File: config.mk
export PLATFORM = sky130hd
export DESIGN_NAME = sbox_switchbox
export DESIGN_NICKNAME = d
export VERILOG_FILES = /design/src/rtl/sbox_pkg.sv /design/src/rtl/sbox_cfg_chain.sv /design/src/rtl/sbox_out_sel.sv /design/src/rtl/sbox_switchbox.sv
export SDC_FILE = /design/constraint.sdc
export NUM_CORES = 1
export LEC_CHECK = 0
export ABC_AREA = 1
export BUFFER_PORTS_ARGS = -buffer_cell sky130_fd_sc_hd__buf_4
export CAP_MARGIN = 15
export CORE_ASPECT_RATIO = 1.5
export CORE_MARGIN = 1
export CORE_UTILIZATION = 40
export DETAILED_ROUTE_END_ITERATION = 16
export HOLD_SLACK_MARGIN = 0.05
export PLACE_DENSITY = 0.69
export SLEW_MARGIN = 30
export SYNTH_ARGS = -nofsm -noshare
export SYNTH_HDL_FRONTEND = slang
export SYNTH_SLANG_ARGS = --single-unit
File: constraint.sdc
create_clock -name clk_i -period 1.2 [get_ports clk_i]
set_clock_uncertainty 0.1 [all_clocks]
set_input_delay 0.06 -clock clk_i [delete_from_list [all_inputs] [get_ports clk_i]]
set_output_delay 0.06 -clock clk_i [all_outputs]
set_load 0.05 [all_outputs]
File: src/rtl/sbox_pkg.sv
package sbox_pkg;

  localparam int unsigned SIDES    = 4;
  localparam int unsigned CANDS    = SIDES - 1;
  localparam int unsigned PATTERNS = 2;
  localparam int unsigned SLOTS    = CANDS * PATTERNS;

  typedef enum logic [1:0] {
    SIDE_N = 2'd0,
    SIDE_E = 2'd1,
    SIDE_S = 2'd2,
    SIDE_W = 2'd3
  } side_e;

  typedef enum logic {
    PAT_STRAIGHT = 1'b0,
    PAT_ROTATED  = 1'b1
  } pat_e;

  // source side of candidate rank cand for an output on side dst
  function automatic int unsigned src_side(int unsigned dst, int unsigned cand);
    return (cand < dst) ? cand : cand + 1;
  endfunction

  // rotated: input i feeds output (i+TRACKS-1) mod TRACKS
  function automatic int unsigned src_track(int unsigned dst_trk, int unsigned pat,
                                            int unsigned tracks);
    return (pat == 0) ? dst_trk : (dst_trk + 1) % tracks;
  endfunction

endpackage

File: src/rtl/sbox_cfg_chain.sv
module sbox_cfg_chain #(
  parameter int unsigned NBITS = 96
) (
  input  logic             clk_i,
  input  logic             rst_ni,
  input  logic             shift_i,
  input  logic             din_i,
  output logic [NBITS-1:0] cfg_o,
  output logic             dout_o
);

  logic [NBITS-1:0] chain_q;

  always_ff @(posedge clk_i or negedge rst_ni) begin
    if (!rst_ni)      chain_q <= '0;
    else if (shift_i) chain_q <= {chain_q[NBITS-2:0], din_i};
  end

  assign cfg_o  = chain_q;
  assign dout_o = chain_q[NBITS-1];

endmodule

File: src/rtl/sbox_out_sel.sv
module sbox_out_sel #(
  parameter int unsigned SLOTS = 6
) (
  input  logic [SLOTS-1:0] cand_i,
  input  logic [SLOTS-1:0] en_i,
  input  logic             blank_i,
  output logic             out_o,
  output logic             conflict_o
);

  logic pick;
  logic found;
  logic multi;

  // lowest slot index wins
  always_comb begin
    pick  = 1'b0;
    found = 1'b0;
    for (int k = 0; k < SLOTS; k++) begin
      if (en_i[k] && !found) begin
        pick  = cand_i[k];
        found = 1'b1;
      end
    end
  end

  // two or more bits set: clearing the lowest set bit leaves something
  assign multi = |(en_i & (en_i - SLOTS'(1)));

  assign out_o      = pick  & ~blank_i;
  assign conflict_o = multi & ~blank_i;

endmodule

File: src/rtl/sbox_switchbox.sv
module sbox_switchbox
  import sbox_pkg::*;
#(
  parameter int unsigned TRACKS = 4
) (
  input  logic                       clk_i,
  input  logic                       rst_ni,
  input  logic                       cfg_load_i,
  input  logic                       cfg_din_i,
  output logic                       cfg_dout_o,
  input  logic [TRACKS-1:0]          n_in_i,
  input  logic [TRACKS-1:0]          e_in_i,
  input  logic [TRACKS-1:0]          s_in_i,
  input  logic [TRACKS-1:0]          w_in_i,
  output logic [TRACKS-1:0]          n_out_o,
  output logic [TRACKS-1:0]          e_out_o,
  output logic [TRACKS-1:0]          s_out_o,
  output logic [TRACKS-1:0]          w_out_o,
  output logic [SIDES*TRACKS-1:0]    conflict_o
);

  localparam int unsigned NIO  = SIDES * TRACKS;
  localparam int unsigned NCFG = NIO * SLOTS;

  logic [NIO-1:0]  in_flat;
  logic [NIO-1:0]  out_flat;
  logic [NCFG-1:0] cfg;

  assign in_flat = {w_in_i, s_in_i, e_in_i, n_in_i};
  assign n_out_o = out_flat[SIDE_N*TRACKS +: TRACKS];
  assign e_out_o = out_flat[SIDE_E*TRACKS +: TRACKS];
  assign s_out_o = out_flat[SIDE_S*TRACKS +: TRACKS];
  assign w_out_o = out_flat[SIDE_W*TRACKS +: TRACKS];

  sbox_cfg_chain #(.NBITS(NCFG)) u_chain (
    .clk_i   (clk_i),
    .rst_ni  (rst_ni),
    .shift_i (cfg_load_i),
    .din_i   (cfg_din_i),
    .cfg_o   (cfg),
    .dout_o  (cfg_dout_o)
  );

  for (genvar d = 0; d < SIDES; d++) begin : g_side
    for (genvar t = 0; t < TRACKS; t++) begin : g_trk
      localparam int unsigned OIDX = d * TRACKS + t;
      logic [SLOTS-1:0] cand;

      for (genvar c = 0; c < CANDS; c++) begin : g_cand
        for (genvar p = 0; p < PATTERNS; p++) begin : g_pat
          localparam int unsigned SIDX = src_side(d, c) * TRACKS + src_track(t, p, TRACKS);
          assign cand[c*PATTERNS+p] = in_flat[SIDX];
        end
      end

      sbox_out_sel #(.SLOTS(SLOTS)) u_sel (
        .cand_i     (cand),
        .en_i       (cfg[OIDX*SLOTS +: SLOTS]),
        .blank_i    (cfg_load_i),
        .out_o      (out_flat[OIDX]),
        .conflict_o (conflict_o[OIDX])
      );
    end
  end

endmodule

**Yosys cells after proc, flatten, opt, wreduce, memory -nomap -nowiden**

Index checks and enable logic that the tools add are counted.

- Shift-type cells: 0
- Multipliers: 0
- Bitwise operators: 49
- $lt $le $gt $ge: 0
- Equal/unequal tests: 0
- Div/mod/pow operators: 0
- $add $sub $neg: 16
- Reduce and logical (&&, ||, !) cells: 176
- Multiplexer cells: 176

Operator list:

| cell | count |
|---|---|
| $mux 1 | 176 |
| $and 6x6->6 | 16 |
| $reduce_or 6->1 | 16 |
| $sub 6x1->6 const B | 16 |
| $logic_and 1x1->1 | 80 |
| $logic_not 1->1 | 80 |
| $and 1x1->1 | 32 |
| $not 1->1 | 1 |

- Flip-flop bits (word level): 96
- Output and inout port bits: 33
- Logic and storage cells: 418
- Bits in latches: 0
- Memories kept: 0
- Bits in writable memories: 0
- Memory bits (read-only): 0
- Bits of input ports: 20

**Depth between registers and ports, before layout**

Gate-level depths: netlist (run 1).

- Depth in word-level cells: 17
- Mapped depth: 8
- Mapped depth without buffers: 7

**By module**

From an unflattened synthesis (run 1), not the netlist that was laid out.

- Cell total of the unflattened synthesis: 967
- Area, all modules: 6099.6 µm²

By module, submodules not included:

| module | sequential area each (µm²) | times used | area each (µm²) | cells an instance |
|---|---|---|---|---|
| sbox_cfg_chain | 2402.3 | 1 | 3637.2 | 407 |
| sbox_out_sel | 0.0 | 16 | 153.9 | 35 |

**Least setup slack after synthesis (run 1)**

Ideal clock, no wire load.

- Path type: register to output
- Start point: register u_chain.chain_q[95] (netlist: u_chain.cfg_o[95])
- End point: output port w_out_o[3]
- Setup slack: -0.161 ns
- Data required time: 1.040 ns
- Data arrival time: 1.201 ns
- Buffers on the path: 1
- Stages on the path, launching flop included: 6
- Path through: dfrtp_1 -> inv_1 -> nor2_1 -> nor2_1 -> a21oi_1 -> buf_4

- Cells in the longest elaborated chain, start to end: 3

Ends and longest elaborated chain:

| item | RTL line | text |
|---|---|---|
| start: declaration | sbox_cfg_chain.sv:12 | `logic [NBITS-1:0] chain_q;` |
| start signal: assignment | sbox_cfg_chain.sv:16 | `else if (shift_i) chain_q <= {chain_q[NBITS-2:0], din_i};` |
| $logic_and 1x1->1 | sbox_out_sel.sv:20 | `if (en_i[k] && !found) begin` |
| $mux 1 | sbox_out_sel.sv:20 |  |
| $and 1x1->1 | sbox_out_sel.sv:30 | `assign out_o = pick & ~blank_i;` |
| end: declaration | sbox_switchbox.sv:18 | `output logic [TRACKS-1:0] w_out_o,` |

No other way between the ends.

**Worst setup path in the final report (run 1)**

- Start point: register u_chain.chain_q[19] (netlist: u_chain.cfg_o[19])
- End point: output port conflict_o[3]

- Cells in the longest elaborated chain, start to end: 4

Ends and longest elaborated chain:

| item | RTL line | text |
|---|---|---|
| $sub 6x1->6 | sbox_out_sel.sv:28 | `assign multi = \|(en_i & (en_i - SLOTS'(1)));` |
| $and 6x6->6 * | sbox_out_sel.sv:28 |  |
| $reduce_or 6->1 * | sbox_out_sel.sv:28 |  |
| $and 1x1->1 * | sbox_out_sel.sv:31 | `assign conflict_o = multi & ~blank_i;` |
| end: declaration | sbox_switchbox.sv:19 | `output logic [SIDES*TRACKS-1:0] conflict_o` |

Mark *: on every way between the ends. The rest lies on a longest branch, timed or not.

==> results.ini, run 1 <==
[status]
status = finished, violations left
violations = negative setup slack

[power]
p_per_area_nw_per_um2 = 1661
leakage_nw = 3.992
intPower_mw = 8.104
p_switching_mw = 5.298
vdd_drop_max_mv = 0.7618
swShare_pct = 39.53
combinationalPowerShare_pct = 44.7
p_seq_share_pct = 32.8
p_clk_share_pct = 22.5
finalPower_mw = 13.40

[critical_path]
reg2reg_slack_ns = 0.14
path_class = reg2out
slowest_stage = dfrtp_1
startpoint = u_chain.cfg_o[19]$_DFFE_PN0P_
r2r_cells = 4
worstSetupStartpointType = flip-flop
crit_chain = nor2_2 > nor2_1 > a21oi_1 > nand2_1 > nor2_2 > nor2_1 > buf_6
setup.worst_path.end_class = output port
worstReg2RegStart = u_chain.cfg_o[91]$_DFFE_PN0P_
crit_required_ns = 1.04
arrival_ns = 1.59
critPathMaxStageDelay_ns = 0.43
crit_fanout = 4

[routing]
vias = 6090
ant_nets = 0
vias_per_cell = 4.984
drc_errors = 0
wl_per_cell_um = 13.85
drt-total-wl_um = 16930
firstDrtPassIters = 5
drt_iter0_drc = 266

[yosys]
yosys.cell_count.top_type = nand2_1
ys_seq_elements = 96
syn_area_um2 = 5927
async_flop_share_pct = 100.0
ys_seq_area_share_pct = 40.53
synth_enable_flop_cells = 0
synth_top_area_share_pct = 40.53
yosys_most_used_dff = dfrtp_1
netlist_instances = 868
yosysTopAreaCell = dfrtp_1
synth_cell_types = 21
yosys-top-cells-area = dfrtp_1, nand2_1, o21ai_0
syn_area_per_cell_um2 = 6.828
ys.warnings.count = 0
synth.net_count = 888
synth_commonest_cells = nand2_1, nor2_1, dfrtp_1, o21ai_0, inv_1

[sta]
worstMarginPinSlew_ns = 0.3501
setup_viol = 32
hold_viol = 0
whs_ns = 0.06167
rsz0062_at_grt = true
timing.final.ws_setup_ns = -0.5524
finalCritPeriodShare_pct = 146.0
slew_headroom_pct = 76.66
finalCriticalPeriod_ns = 1.752
max_freq_mhz = 570.6
slew_viol_final = 0

[global_route]
grt_max_degree = 54
grtUsageTotal_pct = 23.18
antenna_found_initial = 0
grt_pass1_vias = 5896
grt_first_pass_wirelength_um = 27360
grt_overflow = 0

[clocking]
numCtsBuffers = 9
worstSkewPairLatency_ns = 0.34
cts_sinks = 96
clk_pin_slew_ns = 0.07
cts_tree = built
h-tree-depth = 3
root_buffer = clkbuf_16
clockBufferDepth = 2

[final_layout]
stdcell_count = 1222
drive_above_1_share_pct = 31.29
syn2layout_area_growth_pct = 36.16
n_antenna_cell = 0
final_area_um2 = 8070
largest_reg_flops = 96
final_nets = 1042

[die]
coreArea_um2 = 14530
core.rowCount = 54
dieArea_um2 = 15320
dieWidth_um = 101.4
die_y_um = 151.1
initial_core_util_pct = 40.80
io_pins = 53

[placement]
gp_congestion = 0.9068
port_buffers = 52
dp_slack_ns = -0.2111
hpwl_um = 12250
dp_cells = 1184
dpl_cell_area_um2 = 7156

[min_path]
hp-class = in2async

[run]
maxCapViolCount = 0

## power by group through the flow
stage / clock, mW / combinational (mW) / sequential, mW
6_report: 3.01 / 5.99 / 4.40
5_1_grt: 3.16 / 6.60 / 4.48
4_1_cts: 3.06 / 5.64 / 4.33
3_5_place_dp: 0 / 5.22 / 4.35
3_3_place_gp: 0 / 5.15 / 4.35
2_1_floorplan: 0 / 3.60 / 4.36
## metal layers
metal,GRT usage [%],up-vias,part of all wire [%]
li1,-,3056,-
met1,27.33,2849,41
met2,40.82,141,52
met3,2.723,44,3.5
met4,12.32,0,4.2
met5,0,-,0
## layout by cell type (no fill, tap or decap), drive strengths merged
| cell | count |
|---|---|
| nand4 | 14 |
| inv | 92 |
| nand2 | 265 |
| o211ai | 3 |
| clkbuf | 12 |
| clkinv | 2 |
| nand3 | 46 |
| dfrtp | 96 |
| buf | 197 |
| a21oi | 54 |
| bufinv | 1 |
| dlygate4sd3 | 3 |
| nor2 | 114 |
| o21ai | 127 |
## cells by family (layout without fill, tap and decap cells)
kind of cell	after synthesis	after routing	share of synthesized area, %
flops	96	96	40.53
simple gates	439	439	30.29
buf+inv	149	307	13.19
compound gates	184	184	15.98
## worst paths after layout
path	end
max	conflict_o[3]
min	u_chain.cfg_o[82]$_DFFE_PN0P_
min reg2reg	u_chain.cfg_o[11]$_DFFE_PN0P_
max reg2reg	u_chain.cfg_o[92]$_DFFE_PN0P_
min in group clk_i	u_chain.cfg_o[61]$_DFFE_PN0P_
max in group asynchronous	u_chain.cfg_o[24]$_DFFE_PN0P_
## repair_timing
action                                 4_1_cts  5_1_grt
endpoints found under the hold margin       98        0
resized for setup                           68       74
setup endpoints to repair                   32       32
buffers inserted                            10       10
hold buffers                                 3        0
pin swaps                                   27       41
## area by class of cell
cell class / count / area (µm²)
repair buffers: 200 / 1743
clock inverters: 3 / 40.04
flip-flops and latches: 96 / 2420
inverters: 92 / 347.8
multi-input cells: 623 / 3008
well taps: 196 / 245.2
fillers: 1358 / 6456
clock buffers: 12 / 266.5
## through the flow
| step | setup TNS [ns] | utilization (%) |
|---|---|---|
| final | -14.44 | 55.56 |
| after detailed placement | -3.858 | 49.26 |
| after global routing | -17.42 | 55.56 |
| after CTS | -14.61 | 53.55 |
| after floorplan | -0.2775 | - |
| after global placement | -3.662 | 49.26 |
## critical path: cells and delay by family, from the launching register on
family                 cells  cell delay, ns
and+or+nand+nor            5            0.48
buffers and inverters      1            0.15
DFF                        1            0.43
AOI/OAI and AO/OA          1            0.18
Power figures use the tool's default switching activity.
==> run 2: changes to the inputs <==
- PLACE_DENSITY: 0.69 -> 0.65
- SETUP_SLACK_MARGIN: default -> 0.2
==> run 2 against run 1 <==
The run still ends with negative setup slack left. Worst hold slack worse by 0.043 ns. Sequential share of layout area hardly changed. Wire length hardly changed. Core utilization is 0.23 points higher.
==> results.ini, run 2 (synthesis gave the netlist of run 1 again) <==
[global_route]
grtUsageTotal_pct = 23.75
grt_pass1_vias = 5904
antenna_found_initial = 0
grt_overflow = 0
grt_max_degree = 59
grt_first_pass_wirelength_um = 27870

[critical_path]
path_class = reg2out
crit_required_ns = 1.04
crit_top_cell = buf_4
setup.worst_path.end_class = output port
critPathMaxStageDelay_ns = 0.42
slowest_stage = dfrtp_1
arrival_ns = 1.55
crit_chain = buf_4 > buf_4 > a21oi_1 > nand2_1 > nand2_1 > a21oi_1 > buf_4
worstSetupStartpointType = flip-flop
crit_fanout = 4

[placement]
dpl_cell_area_um2 = 7173
gp_congestion = 0.8488
port_buffers = 52
hpwl_um = 12030

[power]
finalPower_mw = 13.32
vdd_drop_max_mv = 0.7209
p_per_area_nw_per_um2 = 1643
leakage_nw = 3.983

[final_layout]
drive_above_1_share_pct = 31.38
final_cell_mix = nand2_1, buf_4, inv_1
largest_reg_flops = 96
n_antenna_cell = 0
final_nets = 1042
final_area_um2 = 8104
syn2layout_area_growth_pct = 36.73
mostFrequentLayoutCell = nand2_1

[status]
status = finished, violations left
violations = negative setup slack

[sta]
setup_viol = 32
timing.final.ws_setup_ns = -0.5103
finalCritPeriodShare_pct = 142.5
whs_ns = 0.01900
slew_viol_final = 0
worstMarginPinSlew_ns = 0.2594
max_freq_mhz = 584.7
slew_headroom_pct = 82.69
rsz0062_at_grt = true
finalCriticalPeriod_ns = 1.710
hold_viol = 0

[die]
coreArea_um2 = 14530
dieWidth_um = 101.4
core.rowCount = 54
initial_core_util_pct = 40.80
dieArea_um2 = 15320
io_pins = 53
die_y_um = 151.1

[clocking]
root_buffer = clkbuf_16
cts_sinks = 96
worstSkewPairLatency_ns = 0.35
clockBufferDepth = 2
cts_tree = built
h-tree-depth = 3
holdBufCountCts = 2
numCtsBuffers = 9
clk_pin_slew_ns = 0.07

[routing]
vias = 6028
wl_per_cell_um = 13.86
firstDrtPassIters = 5
drc_errors = 0
drt_iter0_drc = 255
ant_nets = 0
drt-total-wl_um = 16940
vias_per_cell = 4.933

[min_path]
hp-class = in2async

[run]
maxCapViolCount = 0

-- run 2: cell count changes in the layout (fill, tap and decap cells not counted), sizes merged --
| cell | previous run | this run |
|---|---|---|
| dlygate4sd3 | 3 | 2 |
| buf | 197 | 198 |
| clkinvlp | 0 | 1 |
| clkinv | 2 | 1 |
-- run 2: worst max-delay path, delay by kind of cell, from the launching register on --
kind	cells	cell delay, ns
buf+inv	3	0.48
flops	1	0.42
compound gates	2	0.20
simple gates	2	0.11
-- run 2: cell type report --
class | instances | area (µm²)
Fill cell | 1346 | 6422
Tap cell | 196 | 245.2
Clock inverter | 3 | 42.54
Sequential cell | 96 | 2426
Inverter | 92 | 347.8
Multi-Input combinational cell | 623 | 2998
Timing Repair Buffer | 200 | 1798
Clock buffer | 12 | 246.5
-- run 2: repair_timing --
item,in CTS,in global routing
pin swaps,32,39
hold endpoints to repair,97,9
setup buffers,14,7
endpoints found under the setup margin,36,47
gates resized for setup,86,79
-- run 2: through the flow --
stage	utilization, %	TNS (ns)	worst slack [ns]	instances
6_report	55.79	-14.34	-0.5103	1222
5_1_grt	55.79	-17.57	-0.6103	1222
4_1_cts	53.95	-14.29	-0.5223	1215
3_5_place_dp	49.38	-3.443	-0.2192	1184
3_3_place_gp	49.38	-3.401	-0.2130	1184
2_1_floorplan	-	-0.2799	-0.02925	868
-- run 2: final timing paths --
| check | from | end | slack (ns) | cells past startpoint |
|---|---|---|---|---|
| min in group clk_i | cfg_load_i | u_chain.cfg_o[93]$_DFFE_PN0P_ | 0.06 | 3 |
| worst max-delay path | u_chain.cfg_o[62]$_DFFE_PN0P_ | s_out_o[2] | -0.51 | 7 |
| worst max register to register | u_chain.cfg_o[15]$_DFFE_PN0P_ | u_chain.cfg_o[16]$_DFFE_PN0P_ | 0.17 | 4 |
| worst min register to register | u_chain.cfg_o[83]$_DFFE_PN0P_ | u_chain.cfg_o[84]$_DFFE_PN0P_ | 0.44 | 2 |
| max in group asynchronous | rst_ni | u_chain.cfg_o[7]$_DFFE_PN0P_ | 0.47 | 3 |
| worst min-delay path | rst_ni | u_chain.cfg_o[87]$_DFFE_PN0P_ | 0.02 | 2 |
-- run 2: metal layers --
metal	global-route usage (%)	vias up	share of wire, %
li1	-	3064	-
met1	26.93	2844	40
met2	43.30	93	54
met3	4.061	27	2.9
met4	10.14	0	3.0
met5	0	-	0
-- run 2: where the power goes --
part	internal (mW)	switching (mW)
registers	3.78	0.641
clock network	1.66	1.24
logic	2.60	3.40
